[config.mk]
export PLATFORM = sky130hd
export DESIGN_NAME = nand_reg_bridge
export DESIGN_NICKNAME = d
export VERILOG_FILES = /design/src/rtl/nand_bridge_pkg.sv /design/src/rtl/nand_reg_decode.sv /design/src/rtl/nand_pin_seq.sv /design/src/rtl/nand_reg_bridge.sv
export SDC_FILE = /design/constraint.sdc
export NUM_CORES = 1
export LEC_CHECK = 0
export ABC_AREA = 1
export CORE_MARGIN = 2
export CORE_UTILIZATION = 43
export CTS_BUF_LIST = sky130_fd_sc_hd__clkbuf_4
export DETAILED_ROUTE_END_ITERATION = 16
export PLACE_DENSITY = 0.89
export SLEW_MARGIN = 15
export SYNTH_ARGS = -nofsm -noshare
export SYNTH_HDL_FRONTEND = slang
export SYNTH_SLANG_ARGS = --single-unit
[constraint.sdc]
create_clock -name clk -period 2.9 [get_ports clk]
set_input_delay 0.725 -clock clk [delete_from_list [all_inputs] [get_ports clk]]
set_output_delay 0.725 -clock clk [all_outputs]
set_load 0.01 [all_outputs]
[src/rtl/nand_bridge_pkg.sv]
// Package: shared constants and state type for the NAND register bridge.
// Assumes a 32-bit register with MSB = bit 31.
package nand_bridge_pkg;
    localparam int REG_W     = 32;
    localparam int BYTE_W    = 8;
    localparam int CE_BIT    = 31;
    localparam int OP_HI     = 30;
    localparam int OP_LO     = 28;
    localparam int BYTE_LO   = 16;
    localparam int BUSY_BIT  = 15;

    localparam logic [2:0] OP_CMD    = 3'd0;
    localparam logic [2:0] OP_ADDR   = 3'd1;
    localparam logic [2:0] OP_RDMODE = 3'd2;
    localparam logic [2:0] OP_WDATA  = 3'd3;

    typedef enum logic [2:0] {
        ST_IDLE,
        ST_SETUP,
        ST_WLOW,
        ST_WHOLD,
        ST_RLOW,
        ST_RREC
    } seq_state_e;
endpackage

[src/rtl/nand_reg_decode.sv]
// Module: nand_reg_decode
// Decodes host accesses to the bridge register into start requests for the
// pin sequencer. It holds the chip-enable flag and the read-mode flag.
// Assumes the host holds host_req until seq_ack is seen.
module nand_reg_decode
    import nand_bridge_pkg::*;
(
    input  logic                clk,
    input  logic                rst_n,
    input  logic                host_req,
    input  logic                host_we,
    input  logic [REG_W-1:0]    host_wdata,
    input  logic                seq_idle,
    input  logic                seq_ack,
    output logic                start_wr,
    output logic                start_rd,
    output logic                start_none,
    output logic                wr_cle,
    output logic                wr_ale,
    output logic [BYTE_W-1:0]   wr_byte,
    output logic                ce_on,
    output logic                acc_read,
    output logic                acc_data
);
    logic       accept;
    logic [2:0] op;
    logic       op_is_wr;
    logic       rmode_q;

    assign accept   = host_req && seq_idle && !seq_ack;
    assign op       = host_wdata[OP_HI:OP_LO];
    assign op_is_wr = (op == OP_CMD) || (op == OP_ADDR) || (op == OP_WDATA);

    // Classify an accepted access into a write cycle, a read cycle or no cycle.
    always_comb begin
        start_wr   = accept && host_we && op_is_wr;
        start_rd   = accept && !host_we && rmode_q;
        start_none = accept && !(host_we && op_is_wr) && !(!host_we && rmode_q);
        wr_cle     = (op == OP_CMD);
        wr_ale     = (op == OP_ADDR);
        wr_byte    = host_wdata[BYTE_LO +: BYTE_W];
    end

    // Chip enable follows every write; read mode is set and cleared by op codes.
    always_ff @(posedge clk) begin
        if (!rst_n) begin
            ce_on   <= 1'b0;
            rmode_q <= 1'b0;
        end else if (accept && host_we) begin
            ce_on <= host_wdata[CE_BIT];
            if (op == OP_RDMODE)
                rmode_q <= 1'b1;
            else if (op_is_wr)
                rmode_q <= 1'b0;
        end
    end

    // Remember the kind of the accepted access for read-data assembly.
    always_ff @(posedge clk) begin
        if (!rst_n) begin
            acc_read <= 1'b0;
            acc_data <= 1'b0;
        end else if (accept) begin
            acc_read <= !host_we;
            acc_data <= !host_we && rmode_q;
        end
    end

    // mode-select and undefined codes finish in the next cycle.
    a_r6_no_cycle_ops: assert property (@(posedge clk) disable iff (!rst_n)
        (accept && host_we && !op_is_wr) |=> (seq_idle && seq_ack));

    // status read outside read mode finishes in the next cycle.
    a_r8_status_quick: assert property (@(posedge clk) disable iff (!rst_n)
        (accept && !host_we && !rmode_q) |=> (seq_idle && seq_ack));
endmodule

[src/rtl/nand_pin_seq.sv]
// Module: nand_pin_seq
// Drives the flash strobes for one write-type or read cycle. Timing:
// setup clock, WE# low T_WP, hold T_WH; or RE# low T_RP, recovery T_REH.
// It then raises a one-cycle acknowledge. Assumes every count is >= 2.
module nand_pin_seq
    import nand_bridge_pkg::*;
#(
    parameter int T_WP  = 3,
    parameter int T_WH  = 2,
    parameter int T_RP  = 4,
    parameter int T_REH = 2
) (
    input  logic                clk,
    input  logic                rst_n,
    input  logic                start_wr,
    input  logic                start_rd,
    input  logic                start_none,
    input  logic                wr_cle,
    input  logic                wr_ale,
    input  logic [BYTE_W-1:0]   wr_byte,
    input  logic [BYTE_W-1:0]   nand_io_in,
    output logic                nand_cle,
    output logic                nand_ale,
    output logic                nand_we_n,
    output logic                nand_re_n,
    output logic [BYTE_W-1:0]   nand_io_out,
    output logic                nand_io_oe,
    output logic [BYTE_W-1:0]   rd_byte,
    output logic                seq_idle,
    output logic                seq_ack
);
    localparam int T_MAX_W = (T_WP > T_WH) ? T_WP : T_WH;
    localparam int T_MAX_R = (T_RP > T_REH) ? T_RP : T_REH;
    localparam int T_MAX   = (T_MAX_W > T_MAX_R) ? T_MAX_W : T_MAX_R;
    localparam int CNT_W   = $clog2(T_MAX + 1);

    seq_state_e          state;
    logic [CNT_W-1:0]    cnt;
    logic                cle_q;
    logic                ale_q;
    logic [BYTE_W-1:0]   byte_q;
    logic                wr_phase;

    // Step through the strobe phases, count widths, capture read data.
    always_ff @(posedge clk) begin
        if (!rst_n) begin
            state   <= ST_IDLE;
            cnt     <= '0;
            cle_q   <= 1'b0;
            ale_q   <= 1'b0;
            byte_q  <= '0;
            rd_byte <= '0;
            seq_ack <= 1'b0;
        end else begin
            seq_ack <= 1'b0;
            case (state)
                ST_IDLE: begin
                    if (start_wr) begin
                        state  <= ST_SETUP;
                        cle_q  <= wr_cle;
                        ale_q  <= wr_ale;
                        byte_q <= wr_byte;
                    end else if (start_rd) begin
                        state <= ST_RLOW;
                        cnt   <= CNT_W'(T_RP - 1);
                    end else if (start_none) begin
                        seq_ack <= 1'b1;
                    end
                end
                ST_SETUP: begin
                    state <= ST_WLOW;
                    cnt   <= CNT_W'(T_WP - 1);
                end
                ST_WLOW: begin
                    if (cnt == '0) begin
                        state <= ST_WHOLD;
                        cnt   <= CNT_W'(T_WH - 1);
                    end else begin
                        cnt <= cnt - 1'b1;
                    end
                end
                ST_WHOLD: begin
                    if (cnt == '0) begin
                        state   <= ST_IDLE;
                        seq_ack <= 1'b1;
                    end else begin
                        cnt <= cnt - 1'b1;
                    end
                end
                ST_RLOW: begin
                    if (cnt == '0) begin
                        state   <= ST_RREC;
                        rd_byte <= nand_io_in;
                        cnt     <= CNT_W'(T_REH - 1);
                    end else begin
                        cnt <= cnt - 1'b1;
                    end
                end
                ST_RREC: begin
                    if (cnt == '0) begin
                        state   <= ST_IDLE;
                        seq_ack <= 1'b1;
                    end else begin
                        cnt <= cnt - 1'b1;
                    end
                end
                default: state <= ST_IDLE;
            endcase
        end
    end

    // Decode the flash pins from the phase.
    always_comb begin
        wr_phase    = (state == ST_SETUP) || (state == ST_WLOW) || (state == ST_WHOLD);
        nand_cle    = wr_phase && cle_q;
        nand_ale    = wr_phase && ale_q;
        nand_io_oe  = wr_phase;
        nand_io_out = wr_phase ? byte_q : '0;
        nand_we_n   = (state != ST_WLOW);
        nand_re_n   = (state != ST_RLOW);
        seq_idle    = (state == ST_IDLE);
    end

    // Checker counters: consecutive low cycles of each strobe.
    logic [7:0] chk_wlo;
    logic [7:0] chk_rlo;
    always_ff @(posedge clk) begin
        if (!rst_n) begin
            chk_wlo <= '0;
            chk_rlo <= '0;
        end else begin
            chk_wlo <= nand_we_n ? 8'd0 : chk_wlo + 8'd1;
            chk_rlo <= nand_re_n ? 8'd0 : chk_rlo + 8'd1;
        end
    end

    a_r1_cle_ale_excl: assert property (@(posedge clk) disable iff (!rst_n)
        !(nand_cle && nand_ale));

    a_r3_no_drive_on_read: assert property (@(posedge clk) disable iff (!rst_n)
        nand_io_oe |-> (nand_re_n && seq_idle == 1'b0));

    a_r4_setup: assert property (@(posedge clk) disable iff (!rst_n)
        $fell(nand_we_n) |-> ($stable(nand_cle) && $stable(nand_ale)
                              && $stable(nand_io_out) && nand_io_oe));

    a_r4_hold: assert property (@(posedge clk) disable iff (!rst_n)
        $rose(nand_we_n) |=> ($stable(nand_cle) && $stable(nand_ale)
                              && $stable(nand_io_out) && nand_io_oe));

    a_r5_we_width: assert property (@(posedge clk) disable iff (!rst_n)
        $rose(nand_we_n) |-> (chk_wlo == 8'(T_WP)));

    a_r7_re_width: assert property (@(posedge clk) disable iff (!rst_n)
        $rose(nand_re_n) |-> (chk_rlo == 8'(T_RP)));

    a_r7_strobes_excl: assert property (@(posedge clk) disable iff (!rst_n)
        nand_we_n || nand_re_n);

    a_r10_ack_pulse: assert property (@(posedge clk) disable iff (!rst_n)
        seq_ack |=> !seq_ack);
endmodule

[src/rtl/nand_reg_bridge.sv]
// Module: nand_reg_bridge (top)
// Single-register bridge from a host request/acknowledge bus to an 8-bit
// NAND flash. It joins the register decoder and the pin sequencer, and builds
// the read value from the captured byte and the busy flag.
// Assumes nand_rb_n is already synchronous to clk.
module nand_reg_bridge
    import nand_bridge_pkg::*;
#(
    parameter int T_WP  = 3,
    parameter int T_WH  = 2,
    parameter int T_RP  = 4,
    parameter int T_REH = 2
) (
    input  logic               clk,
    input  logic               rst_n,
    input  logic               host_req,
    input  logic               host_we,
    input  logic [31:0]        host_wdata,
    output logic [31:0]        host_rdata,
    output logic               host_ack,
    output logic               nand_ce_n,
    output logic               nand_cle,
    output logic               nand_ale,
    output logic               nand_we_n,
    output logic               nand_re_n,
    output logic [7:0]         nand_io_out,
    output logic               nand_io_oe,
    input  logic [7:0]         nand_io_in,
    input  logic               nand_rb_n
);
    logic              start_wr;
    logic              start_rd;
    logic              start_none;
    logic              wr_cle;
    logic              wr_ale;
    logic [BYTE_W-1:0] wr_byte;
    logic              ce_on;
    logic              acc_read;
    logic              acc_data;
    logic              seq_idle;
    logic              seq_ack;
    logic [BYTE_W-1:0] rd_byte;

    nand_reg_decode u_decode (
        .clk        (clk),
        .rst_n      (rst_n),
        .host_req   (host_req),
        .host_we    (host_we),
        .host_wdata (host_wdata),
        .seq_idle   (seq_idle),
        .seq_ack    (seq_ack),
        .start_wr   (start_wr),
        .start_rd   (start_rd),
        .start_none (start_none),
        .wr_cle     (wr_cle),
        .wr_ale     (wr_ale),
        .wr_byte    (wr_byte),
        .ce_on      (ce_on),
        .acc_read   (acc_read),
        .acc_data   (acc_data)
    );

    nand_pin_seq #(
        .T_WP  (T_WP),
        .T_WH  (T_WH),
        .T_RP  (T_RP),
        .T_REH (T_REH)
    ) u_seq (
        .clk         (clk),
        .rst_n       (rst_n),
        .start_wr    (start_wr),
        .start_rd    (start_rd),
        .start_none  (start_none),
        .wr_cle      (wr_cle),
        .wr_ale      (wr_ale),
        .wr_byte     (wr_byte),
        .nand_io_in  (nand_io_in),
        .nand_cle    (nand_cle),
        .nand_ale    (nand_ale),
        .nand_we_n   (nand_we_n),
        .nand_re_n   (nand_re_n),
        .nand_io_out (nand_io_out),
        .nand_io_oe  (nand_io_oe),
        .rd_byte     (rd_byte),
        .seq_idle    (seq_idle),
        .seq_ack     (seq_ack)
    );

    assign nand_ce_n = ~ce_on;
    assign host_ack  = seq_ack;

    // Assemble the read value: busy flag and, in read mode, the captured byte.
    always_comb begin
        host_rdata = '0;
        if (seq_ack && acc_read) begin
            host_rdata[BUSY_BIT] = ~nand_rb_n;
            if (acc_data)
                host_rdata[BYTE_LO +: BYTE_W] = rd_byte;
        end
    end
endmodule

==> summary.md <==
| Metric | Value |
|---|---|
| Cell Area, Synth | `0.00164 mm²` |
| Clk slew on worst S/H paths | `0.09 ns` |
| DRT iter0 DRCs | `63` |
| Gpl congestion | `0.876` |
| Post-synth top area cell | `dfxtp_1` |
| Setup bufs post-CTS | `0` |
| Fmax achieved | `372 MHz` |
| CTS HTree Levels | `2` |
| Pwr Total | `1.54 mW` |
| Setup_tns | `0 ns` |
| First-pass GRT wire length | `5690 µm` |
| Fillers | `341` |
| Row Count | `22` |
| CTS buffer count | `5` |
| Average size of a mapped cell | `6.80 µm²` |
| VDD IR-drop max | `326 µV` |
| CP Class | `register to output port` |
| CTS root buffer | `clkbuf_4` |
| Placeable Area | `0.00366 mm²` |
| Count of state elements after synthesis | `29` |
| R2R Setup Slk | `1.50 ns` |
| Pwr Density | `727 mW/mm²` |
| Hold Crit Class | `register to register` |
| Crit start category | `register` |
| Avg WL per Cell | `10.0 µm` |
| Hold_buf cts | `0` |
| Share of the synthesized area in the top cell type | `35.4%` |
| # setup viols final | `0` |
| Register area share after synthesis | `35.4%` |
| CTS tree | `yes` |
| Largest net degree at the start of global routing | `24` |
| Total track usage | `17.1%` |
| Period Utilization, post-route | `92.6%` |
| Synth top area cells | `dfxtp_1 35%, buf_4 11%, nor2_1 11%, nand2_1 8.7%, inv_1 7.1%` |
| RSZ-0062 raised after global routing | `false` |
| Final core utilization | `57.9%` |
| Die height | `65.7 µm` |
| Status | `finished clean` |
| Residual DRC | `0` |
| Grt ovf | `0` |
| Hold WS | `0.454 ns` |
| Placed insts | `332` |
| I/O Buffers | `48` |
| Critical Path AT | `1.96 ns` |
| Final Max Tran Viols | `0` |
| # nets final | `338` |
| TritonRoute pass-1 iters | `4` |
| Initial antenna violation count | `0` |
| Area growth, synth to finish | `29.4%` |
| Critical Path End Type | `output port` |
| Antenna Diode Count | `0` |
| Clock Sinks | `29` |
| Final wirelength | `3410 µm` |
| Non-filler instance count after layout | `340` |
| Skew final | `0.00501 ns` |
| Min Clock Period, post-route | `2.69 ns` |
| Vias in the first global route | `1,362` |
| Full die area | `0.00432 mm²` |
| Max Cap Viol | `0` |
| Antenna-violating nets left | `0` |
| Pleak | `0.939 nW` |
| Max Buffers Root-to-Sink | `2` |
| Hold Violations, Final | `0` |
| Ys Warns | `0` |
| Starting Density | `44.7%` |
| Vias | `1,524` |
| Final HPWL DP | `2530 µm` |
| Share of layout cells above drive strength 1 | `7.19%` |
| Count of different cell masters after synthesis | `25` |
| Worst-Skew Late Latency | `0.33 ns` |
| # IOs | `92` |
| Gate Count Post-Synth | `241` |
| Resized cells post-CTS | `0` |
| CP Max Fanout | `12` |
| Die width | `65.7 µm` |
| Vias/cell | `4.48` |
| Worst path required time | `2.17 ns` |
-- through the flow --
stage | worst slack [ns] | cell area (µm²)
floorplan | 1.21 | 1720
global placement | 0.410 | 2060
detailed placement | 0.380 | 2060
CTS | 0.189 | 2120
global route | 0.0270 | 2120
finish | 0.214 | 2120
-- registers in the layout (all words and copies together) (netlist names) --
signal             cells
u_seq.byte_q           8
u_seq.rd_byte          8
u_seq.cnt              3
u_seq.state            3
u_decode.acc_data      1
u_decode.acc_read      1
u_decode.ce_on         1
u_decode.rmode_q       1
u_seq.ale_q            1
u_seq.cle_q            1
u_seq.seq_ack          1
-- Yosys cell counts, drive strengths merged --
cell    instances
xor2            1
o21ai          22
nand3           7
ha              2
conb            1
nand2          43
nor3            2
buf            27
nor2           54
o21a            1
o211ai          1
clkbuf          2
inv            31
a21oi          17
nand4           1
dfxtp          29
-- logic make-up after synthesis --
| group | share of synthesized area, % |
|---|---|
| other | 0.229 |
| adder cells (fa/ha/maj) | 1.53 |
| buffers and inverters | 20.0 |
| AND/OR/NAND/NOR | 29.4 |
| XOR/XNOR | 0.535 |
| flip-flops | 35.4 |
| AO/OA/AOI/OAI | 12.8 |
-- power breakdown --
| group | internal [mW] | switching [mW] |
|---|---|---|
| Combinational | 0.278 | 0.464 |
| Clock | 0.101 | 0.140 |
| Sequential | 0.493 | 0.0644 |
-- final cells by class --
class                           count  area (µm²)  share of cell area (%)
Clock buffer                        6        45.0                    2.13
Clock inverter                      2        10.0                   0.472
Timing Repair Buffer               50         495                    23.4
Sequential cell                    29         581                    27.4
Tap cell                           48        60.1                    2.83
Multi-Input combinational cell    174         812                    38.3
Inverter                           31         116                    5.49
-- worst paths after layout --
kind                 endpoint  depth (start not counted)             from
max reg2reg  u_seq.rd_byte[3]                          7     u_seq.cnt[0]
min           u_seq.byte_q[1]                          2  u_seq.byte_q[1]
max            nand_io_out[2]                          5   u_seq.state[0]
min reg2reg   u_seq.byte_q[1]                          2  u_seq.byte_q[1]
-- placed cells by master (no fill, tap or decap), drive strengths merged, types with 6 or more instances in the layout --
cell type	instances
clkbuf	6
conb	23
inv	31
nand3	7
o21ai	22
nand2	43
clkdlybuf4s50	48
a21oi	17
nor2	54
dfxtp	29
-- worst max-delay path: stages (launching register included) --
cell and delay, ns:
dfxtp_1 0.48, nor2_4 0.09, inv_1 0.08, nand2_1 0.25, nor2_1 0.17, clkdlybuf4s50_1 0.56
-- per-layer routing --
| layer | vias up | part of all wire (%) | track usage [%] |
|---|---|---|---|
| met5 | - | 0 | 0 |
| met4 | 0 | 2.2 | 9.64 |
| met3 | 8 | 8.9 | 5.99 |
| met2 | 58 | 47 | 28.3 |
| met1 | 659 | 42 | 19.0 |
| li1 | 799 | - | - |
(Power assumes the default switching activity.)
